===== config.mk =====
export PLATFORM = sky130hd
export DESIGN_NAME = xform4_multi
export DESIGN_NICKNAME = d
export VERILOG_FILES = /design/src/rtl/xf_pkg.sv /design/src/rtl/xf_bfly.sv /design/src/rtl/xf_ctrl.sv /design/src/rtl/xf_tpose.sv /design/src/rtl/xform4_multi.sv
export SDC_FILE = /design/constraint.sdc
export NUM_CORES = 2
export LEC_CHECK = 0
export BUFFER_PORTS_ARGS = -buffer_cell sky130_fd_sc_hd__buf_2
export CAP_MARGIN = 20
export CORE_MARGIN = 4
export CORE_UTILIZATION = 62
export DETAILED_ROUTE_END_ITERATION = 12
export MAX_ROUTING_LAYER = met4
export PLACE_DENSITY_LB_ADDON = 0.25
export SLEW_MARGIN = 10
export SYNTH_ARGS = -nofsm -noshare
export SYNTH_HDL_FRONTEND = slang
export SYNTH_SLANG_ARGS = --single-unit

===== constraint.sdc =====
create_clock -name clk -period 9.22 [get_ports clk]
set_input_delay 1.844 -clock clk [delete_from_list [all_inputs] [get_ports clk]]
set_output_delay 1.844 -clock clk [all_outputs]
set_load 0.05 [all_outputs]

===== src/rtl/xf_pkg.sv =====
package xf_pkg;

  typedef enum logic [1:0] {
    XF_FWD_CORE = 2'd0,
    XF_INV_CORE = 2'd1,
    XF_FWD_HAD  = 2'd2,
    XF_INV_HAD  = 2'd3
  } xf_mode_e;

  localparam int XF_PTS  = 4;
  localparam int XF_ELEM = XF_PTS * XF_PTS;

endpackage


===== src/rtl/xf_bfly.sv =====
module xf_bfly
  import xf_pkg::*;
#(
  parameter int W = 18
) (
  input  xf_mode_e          mode,
  input  logic [4*W-1:0]    x_flat,
  output logic [4*W-1:0]    y_flat
);

  function automatic logic signed [W-1:0] halve(input logic signed [W-1:0] v);
    return v >>> 1;
  endfunction

  function automatic logic signed [W-1:0] twice(input logic signed [W-1:0] v);
    return v <<< 1;
  endfunction

  logic signed [W-1:0] x [XF_PTS];
  logic signed [W-1:0] y [XF_PTS];

  for (genvar k = 0; k < XF_PTS; k++) begin : g_io
    assign x[k] = x_flat[k*W +: W];
    assign y_flat[k*W +: W] = y[k];
  end

  logic inv_sel, core_fwd;
  logic signed [W-1:0] ev_b, od_b, s0, d0, s1, d1;
  logic signed [W-1:0] sum_diff, odd_mix, odd_core, odd_plain;

  assign inv_sel  = (mode == XF_INV_CORE);
  assign core_fwd = (mode == XF_FWD_CORE);

  always_comb begin
    // first stage: pair selection realises the permutation per kernel
    ev_b = inv_sel ? x[2] : x[3];
    od_b = inv_sel ? x[3] : x[2];
    s0   = x[0] + ev_b;
    d0   = x[0] - ev_b;
    s1   = x[1] + (inv_sel ? halve(od_b) : od_b);
    d1   = (inv_sel ? halve(x[1]) : x[1]) - od_b;
    // second stage: shared adders, shift-scaled for the core forward kernel
    sum_diff  = s0 - s1;
    odd_mix   = (core_fwd ? twice(d0) : d0) + d1;
    odd_core  = d0 - (core_fwd ? twice(d1) : d1);
    odd_plain = d0 - d1;
    y[0] = s0 + s1;
    y[1] = odd_mix;
    y[2] = inv_sel ? odd_plain : sum_diff;
    y[3] = inv_sel ? sum_diff  : odd_core;
  end

endmodule


===== src/rtl/xf_ctrl.sv =====
module xf_ctrl
  import xf_pkg::*;
(
  input  logic     clk,
  input  logic     rst_n,
  input  logic     in_valid,
  input  xf_mode_e in_mode,
  output logic     in_ready,
  output logic     accept,
  output logic     col_phase,
  output logic     out_valid,
  output xf_mode_e mode_q
);

  logic phase_q, vld_q;

  assign in_ready  = ~phase_q;
  assign accept    = in_valid & ~phase_q;
  assign col_phase = phase_q;
  assign out_valid = vld_q;

  always_ff @(posedge clk or negedge rst_n) begin
    if (!rst_n) begin
      phase_q <= 1'b0;
      vld_q   <= 1'b0;
      mode_q  <= XF_FWD_CORE;
    end else begin
      phase_q <= accept;
      vld_q   <= phase_q;
      if (accept) mode_q <= in_mode;
    end
  end

endmodule


===== src/rtl/xf_tpose.sv =====
module xf_tpose
  import xf_pkg::*;
#(
  parameter int MW = 15
) (
  input  logic                  clk,
  input  logic                  rst_n,
  input  logic                  load,
  input  logic [XF_ELEM*MW-1:0] d_flat,
  output logic [XF_ELEM*MW-1:0] q_flat
);

  always_ff @(posedge clk or negedge rst_n) begin
    if (!rst_n)    q_flat <= '0;
    else if (load) q_flat <= d_flat;
  end

endmodule


===== src/rtl/xform4_multi.sv =====
module xform4_multi
  import xf_pkg::*;
#(
  parameter int IW = 12
) (
  input  logic                     clk,
  input  logic                     rst_n,
  input  logic                     in_valid,
  input  logic [1:0]               in_mode,
  input  logic [16*IW-1:0]         in_blk,
  output logic                     in_ready,
  output logic                     out_valid,
  output logic [16*(IW+6)-1:0]     out_blk
);

  localparam int GROW = 3;
  localparam int MW   = IW + GROW;
  localparam int OW   = MW + GROW;

  logic     acc_w, col_w;
  xf_mode_e mode_q, bf_mode;

  xf_ctrl u_ctrl (
    .clk       (clk),
    .rst_n     (rst_n),
    .in_valid  (in_valid),
    .in_mode   (xf_mode_e'(in_mode)),
    .in_ready  (in_ready),
    .accept    (acc_w),
    .col_phase (col_w),
    .out_valid (out_valid),
    .mode_q    (mode_q)
  );

  assign bf_mode = col_w ? mode_q : xf_mode_e'(in_mode);

  logic [XF_ELEM*MW-1:0] tp_d, tp_q;
  logic [XF_ELEM*OW-1:0] res_d;
  logic                  half_out;

  assign half_out = (mode_q == XF_FWD_HAD);

  xf_tpose #(.MW(MW)) u_tpose (
    .clk    (clk),
    .rst_n  (rst_n),
    .load   (acc_w),
    .d_flat (tp_d),
    .q_flat (tp_q)
  );

  for (genvar i = 0; i < XF_PTS; i++) begin : g_lane
    logic [4*OW-1:0] bx, by;
    for (genvar k = 0; k < XF_PTS; k++) begin : g_el
      logic signed [IW-1:0] src_in;
      logic signed [MW-1:0] src_tp;
      logic signed [OW-1:0] yk;
      // lane i takes row i in the row phase and column i in the column phase
      assign src_in = in_blk[(i*XF_PTS+k)*IW +: IW];
      assign src_tp = tp_q[(k*XF_PTS+i)*MW +: MW];
      assign bx[k*OW +: OW] = col_w ? OW'(src_tp) : OW'(src_in);
      assign yk = by[k*OW +: OW];
      assign tp_d[(i*XF_PTS+k)*MW +: MW] = yk[MW-1:0];
      assign res_d[(k*XF_PTS+i)*OW +: OW] = half_out ? (yk >>> 1) : yk;
    end
    xf_bfly #(.W(OW)) u_bfly (
      .mode   (bf_mode),
      .x_flat (bx),
      .y_flat (by)
    );
  end

  always_ff @(posedge clk or negedge rst_n) begin
    if (!rst_n)     out_blk <= '0;
    else if (col_w) out_blk <= res_d;
  end

endmodule


Word-level counts from Yosys, hierarchy flattened
Cells that the tools add are included.
Widths: inputs -> output; s select.
{ "totals": {"out_inout_bits": 290, "rom_bits": 0, "latchBits": 0, "ramBits": 0, "wordCells": 111, "mem_count": 0, "reg_bits": 532, "in_bits": 197} }
{ "classes": {"mux": 65, "eq_ne": 2, "n_mul": 0, "bitwise_logic": 2, "magnitude_cmp": 0, "div_mod_pow": 0, "addsub": 36, "reduce_logical": 1, "shifts": 0} }
{ "op_table": {"columns": ["operator", "count"], "rows": [
  ["$mux 18", 40],
  ["$mux 17", 24],
  ["$sub 18x18->18", 20],
  ["$add 18x18->18", 16],
  ["$eq 2x1->1 const B", 1],
  ["$eq 2x2->1 const B", 1],
  ["$logic_not 2->1", 1],
  ["$mux 2", 1],
  ["$and 1x1->1", 1],
  ["$not 1->1", 1]
]} }

Longest topological paths before layout
{ "depth": {"depth_word": 8, "ltp_mapped": 35, "mapped_depth_nobuf": 32} }

Modules after synthesis
Synthesis repeated with hierarchy kept, for this count alone.
{ "hier_totals": {"hier_cells": 7632, "hier_area_um2": 61955.7} }
{ "modules_own_cells": {"columns": ["module", "n_inst", "seq_area_each_um2", "cells_each", "area_per_inst_um2"], "rows": [
  ["xform4_multi", 1, 7206.9, 1926, 17735.8],
  ["xf_tpose", 1, 6005.8, 507, 9930.8],
  ["xf_bfly (g_lane[3].u_bfly)", 1, 0.0, 1308, 8602.0],
  ["xf_bfly (g_lane[0].u_bfly)", 1, 0.0, 1288, 8549.4],
  ["xf_bfly (g_lane[2].u_bfly)", 1, 0.0, 1308, 8539.4],
  ["xf_bfly (g_lane[1].u_bfly)", 1, 0.0, 1287, 8450.6],
  ["xf_ctrl", 1, 100.1, 8, 147.6]
]} }

Worst setup path before layout
OpenSTA, ideal clock, no wires.
{ "synth_timing": {"kind": "input to register", "from": "input port in_mode[1]", "to": "register out_blk[160]", "n_path_buf": 3, "path_stages": 27, "setup_time_ns": 0.104, "setup_slack_ns": 1.188, "required_ns": 9.116, "arrival_time_ns": 7.928, "cell_sequence": "and2b_2 > a21boi_1 > clkbuf_1 > buf_1 > clkbuf_1 > mux4_2 > ha_1 > fa_1 > nor2b_1 > o21a_1 > o21ai_0 > a31o_2 > or4b_2 > a31oi_1 > a21o_1 > a21oi_1 > xnor2_1 > inv_1 > ha_1 > and4_1 > a21boi_0 > o211ai_1 > a221oi_1 > xor2_1 > o21ai_0 > nor2_1 > a221oi_1"} }
{ "synth_via": {"elab_chain_len": 8, "elab_cells_between_ends": 14, "cone_classes": "add/sub (6); eq/ne (1); mux (7)"} }
{ "synth_rtl": {"columns": ["element", "line_no", "text"], "rows": [
  ["start, declared", "xform4_multi.sv:9", "input logic [1:0] in_mode,"],
  ["$mux 2 (*)", "xform4_multi.sv:35", "assign bf_mode = col_w ? mode_q : xf_mode_e'(in_mode);"],
  ["$eq 2x1->1 (*)", "xf_bfly.sv:31", "assign inv_sel = (mode == XF_INV_CORE);"],
  ["$mux 18", "xf_bfly.sv:37", "od_b = inv_sel ? x[3] : x[2];"],
  ["$mux 17", "xf_bfly.sv:40", "s1 = x[1] + (inv_sel ? halve(od_b) : od_b);"],
  ["$add 18x18->18", "xf_bfly.sv:40", null],
  ["$sub 18x18->18", "xf_bfly.sv:43", "sum_diff = s0 - s1;"],
  ["$mux 18 (*)", "xf_bfly.sv:49", "y[2] = inv_sel ? odd_plain : sum_diff;"],
  ["$mux 17 (*)", "xform4_multi.sv:63", "assign res_d[(k*XF_PTS+i)*OW +: OW] = half_out ? (yk >>> 1) : yk;"],
  ["end signal, assigned", "xform4_multi.sv:74", "else if (col_w) out_blk <= res_d;"],
  ["end, declared", "xform4_multi.sv:13", "output logic [16*(IW+6)-1:0] out_blk"]
]} }
Mark *: on every way between the ends. The rest lies on a longest branch, timed or not.
A chain may end at the register's enable or synchronous reset.

Worst setup path after layout
{ "layout_timing": {"from": "input port in_mode[1]", "to": "register out_blk[268]"} }
{ "layout_via": {"elab_chain_len": 8, "elab_cells_between_ends": 16, "cone_classes": "add/sub (6); eq/ne (1); mux (8); reduce/logical (1)"} }
{ "layout_rtl": {"columns": ["element", "line_no", "text"], "rows": [
  ["$mux 2 (*)", "xform4_multi.sv:35", null],
  ["$eq 2x1->1", "xf_bfly.sv:31", null],
  ["$mux 17 or $mux 18 (tied branches)", "xf_bfly.sv:41, xf_bfly.sv:37", null],
  ["$sub 18x18->18 or $mux 17 (tied branches)", "xf_bfly.sv:41, xf_bfly.sv:40", null],
  ["$mux 18 or $add 18x18->18 (tied branches)", "xf_bfly.sv:45, xf_bfly.sv:40", null],
  ["$sub 18x18->18 (on tied branches)", "xf_bfly.sv:45, xf_bfly.sv:43", null],
  ["$mux 18 (*)", "xf_bfly.sv:50", "y[3] = inv_sel ? sum_diff : odd_core;"],
  ["$mux 17 (*)", "xform4_multi.sv:63", null]
]} }
Marks and branches as above.

==> run summary <==
unrepaired setup endpoints after global routing = false
Post-CTS Hold Buffers = 0
Synth async-reset ratio = 100%
GRT Util Overall = 46.4%
crit path from = in_mode[1]
remaining global-route overflow = 0
Achievable Freq = 124 MHz
clock sinks = 532
Bufs on Longest Clock Path = 3
number of synthesized flops with an enable pin = 0
worst hold path type = flip-flop to flip-flop
cts repair resizes = 0
XOR/XNOR share of the synthesized area = 7.25%
Synth cell types = 109
Area Overhead vs Synth = 9.55%
via count = 57.4k
root buf cell = clkbuf_16
Top Ports = 487
CTS tree = built
slew margin rel. = 7.94%
Avg Inst Size Synth = 7.71 um2
CP endpoint kind = flip-flop
pin count of the biggest net entering global routing = 212
status = finished clean
H-tree Lvls = 2
register-to-register setup slack = 1.52 ns
Placer Congestion = 1.08
Max stage delay on crit path = 0.61 ns
WL/cell = 25.3 um
# port buffers = 486
Synth Area in Compound Gates = 21.1%
combinational family with the most area after synthesis = compound AO/OA/AOI/OAI gates
DRC viols = 0
initial antenna violation count = 15
vias per cell = 6.49
setup TNS = 0 ns
Fin. Hold Viols = 0
Ys Warns = 0
register area share after synthesis = 23.5%
first-pass GRT wire length = 326 mm
Die Span Y = 310 um
share of layout cells above drive strength 1 = 12.8%
number of global-route vias before repair = 52.9k
R2R Path End = out_blk[268]
DIE AREA = 0.0963 mm2
cell count after synthesis = 7348
final WL = 224 mm
register bit total from synthesis = 532
post-route clock period utilization = 87.7%
Hold EP = u_tpose.q_flat[9]
most common library cell in the layout ignoring fill and taps = nand2_1
minimum clock period = 8.09 ns
Slew Limit Fails = 0
area of the core region = 0.0903 mm2
Final nets = 8416
postcts setup bufs = 0
worst hold start = u_tpose.q_flat[9]
reg2reg start = u_ctrl.col_phase
mux cell area share after synthesis = 8.36%
post-route ant nets = 0
Net Count, Synth = 8150
R2R depth = 31
Detailed Routing Iterations Pass 1 = 7
Initial DRC Count = 7611
adder-cell area share of the yosys netlist = 14.0%
CP arrival = 8.66 ns
Worst Tran Pin Value = 1.37 ns
die width = 310 um
WS Path Type = primary input to flip-flop
Final Skew = 0.0424 ns
Clock transition at path regs = 0.06 ns
DP HPWL = 178 mm
simple-gate area share of the yosys netlist = 19.3%
Synth Flop Type = dfrtp_1
most frequent cells in the layout = nand2_1, nor2_1, a21oi_1
Num CTS Buffers = 58
max capacitance violation total = 0
initial core utilization = 62.8%
Synth Cell Area = 0.0567 mm2
required time worst endpoint = 9.79 ns
Slowest cell on crit path = o21ai_4
Final setup viols = 0
Clk Latency, worst-skew pair = 0.72 ns
highest net fanout along the worst path = 27
critical path startpoint category = primary input
Min-Delay Path Depth = 2
FP Rows = 110
## state kept, by name, indices dropped and copies added (netlist names)
| name | count |
|---|---|
| u_ctrl.col_phase | 1 |
| u_tpose.q_flat | 240 |
| out_blk | 288 |
| u_ctrl.out_valid | 1 |
| u_ctrl.mode_q | 2 |
## synthesized netlist by cell type, types with 15 or more instances
master / count / area (um2)
nor3_1: 131 / 656
fa_1: 36 / 721
nor2b_1: 102 / 638
a21o_1: 133 / 998
and3_1: 27 / 169
or3_1: 48 / 300
mux2_2: 79 / 890
a31oi_1: 142 / 888
mux2i_1: 127 / 1270
xor2_1: 122 / 1070
nor2_1: 790 / 2970
o31a_1: 16 / 140
o21ai_0: 483 / 2420
a211oi_1: 60 / 450
o31ai_1: 32 / 240
nand2_1: 1114 / 4180
o21a_1: 78 / 586
a21oi_1: 596 / 2980
or2_2: 37 / 231
xnor2_1: 347 / 3040
ha_1: 569 / 7120
a31o_2: 22 / 193
clkbuf_1: 296 / 1110
dfrtp_1: 532 / 13300
nand2b_1: 84 / 526
buf_1: 69 / 259
a21boi_0: 33 / 248
nor4_1: 15 / 93.8
mux4_2: 112 / 2520
o41ai_1: 18 / 158
o21bai_1: 64 / 480
a22o_1: 15 / 131
inv_1: 559 / 2100
o211ai_1: 33 / 248
nand3_1: 95 / 475
## cells by family after synthesis
logic type      after synthesis
fa+ha+maj                   616
mux                         322
flops                       532
xor+xnor                    469
buf+inv                     949
compound gates             1926
simple gates               2534
## metrics by stage
step | util [%] | worst slack [ns] | area (um2) | instances | hold WS, ns
floorplan | - | 1.19 | 56700 | 7348 | 0.355
global placement | 66.5 | 0.757 | 60000 | 8724 | 0.452
detailed placement | 66.5 | 0.659 | 60000 | 8725 | 0.458
CTS | 68.7 | 1.33 | 62000 | 8831 | 0.475
global route | 68.8 | 0.774 | 62100 | 8849 | 0.495
finish | 68.8 | 1.13 | 62100 | 8855 | 0.474
## worst max-delay path: cells and delay by family
kind / cells / cell delay [ns]
xor+xnor: 2 / 0.51
compound gates: 11 / 2.82
fa+ha+maj: 2 / 0.68
simple gates: 7 / 1.56
buf+inv: 3 / 0.50
mux: 3 / 0.69
## per-layer routing
metal	GRT usage, %	routed length, um	up-vias
li1	-	-	26000
met1	60.1	85900	27300
met2	66.3	93000	3534
met3	11.5	29400	648
met4	26.0	15900	0
met5	-	0	-
## worst max-delay path by stage
stage | depth (start not counted) | slack, ns | endpoint
final | 28 | 1.13 | out_blk[268]
after global routing | 25 | 0.77 | out_blk[211]
after CTS | 25 | 1.33 | out_blk[211]
after detailed placement | 25 | 0.66 | out_blk[211]
after global placement | 25 | 0.76 | out_blk[211]
after floorplan | 27 | 1.19 | out_blk[160]
## final cells by class
type,instances,area (um2)
flip-flops and latches,532,13300
repair buffers,593,3410
clock buffers,76,1610
well taps,1176,1470
fillers,7623,28200
clock inverters,30,347
diodes,19,47.5
multi-input cells,5867,39800
inverters,562,2120
Power is left out: the tool's default activity adds up to more than one toggle a clock period on the data nets, which glitch-free logic cannot reach.
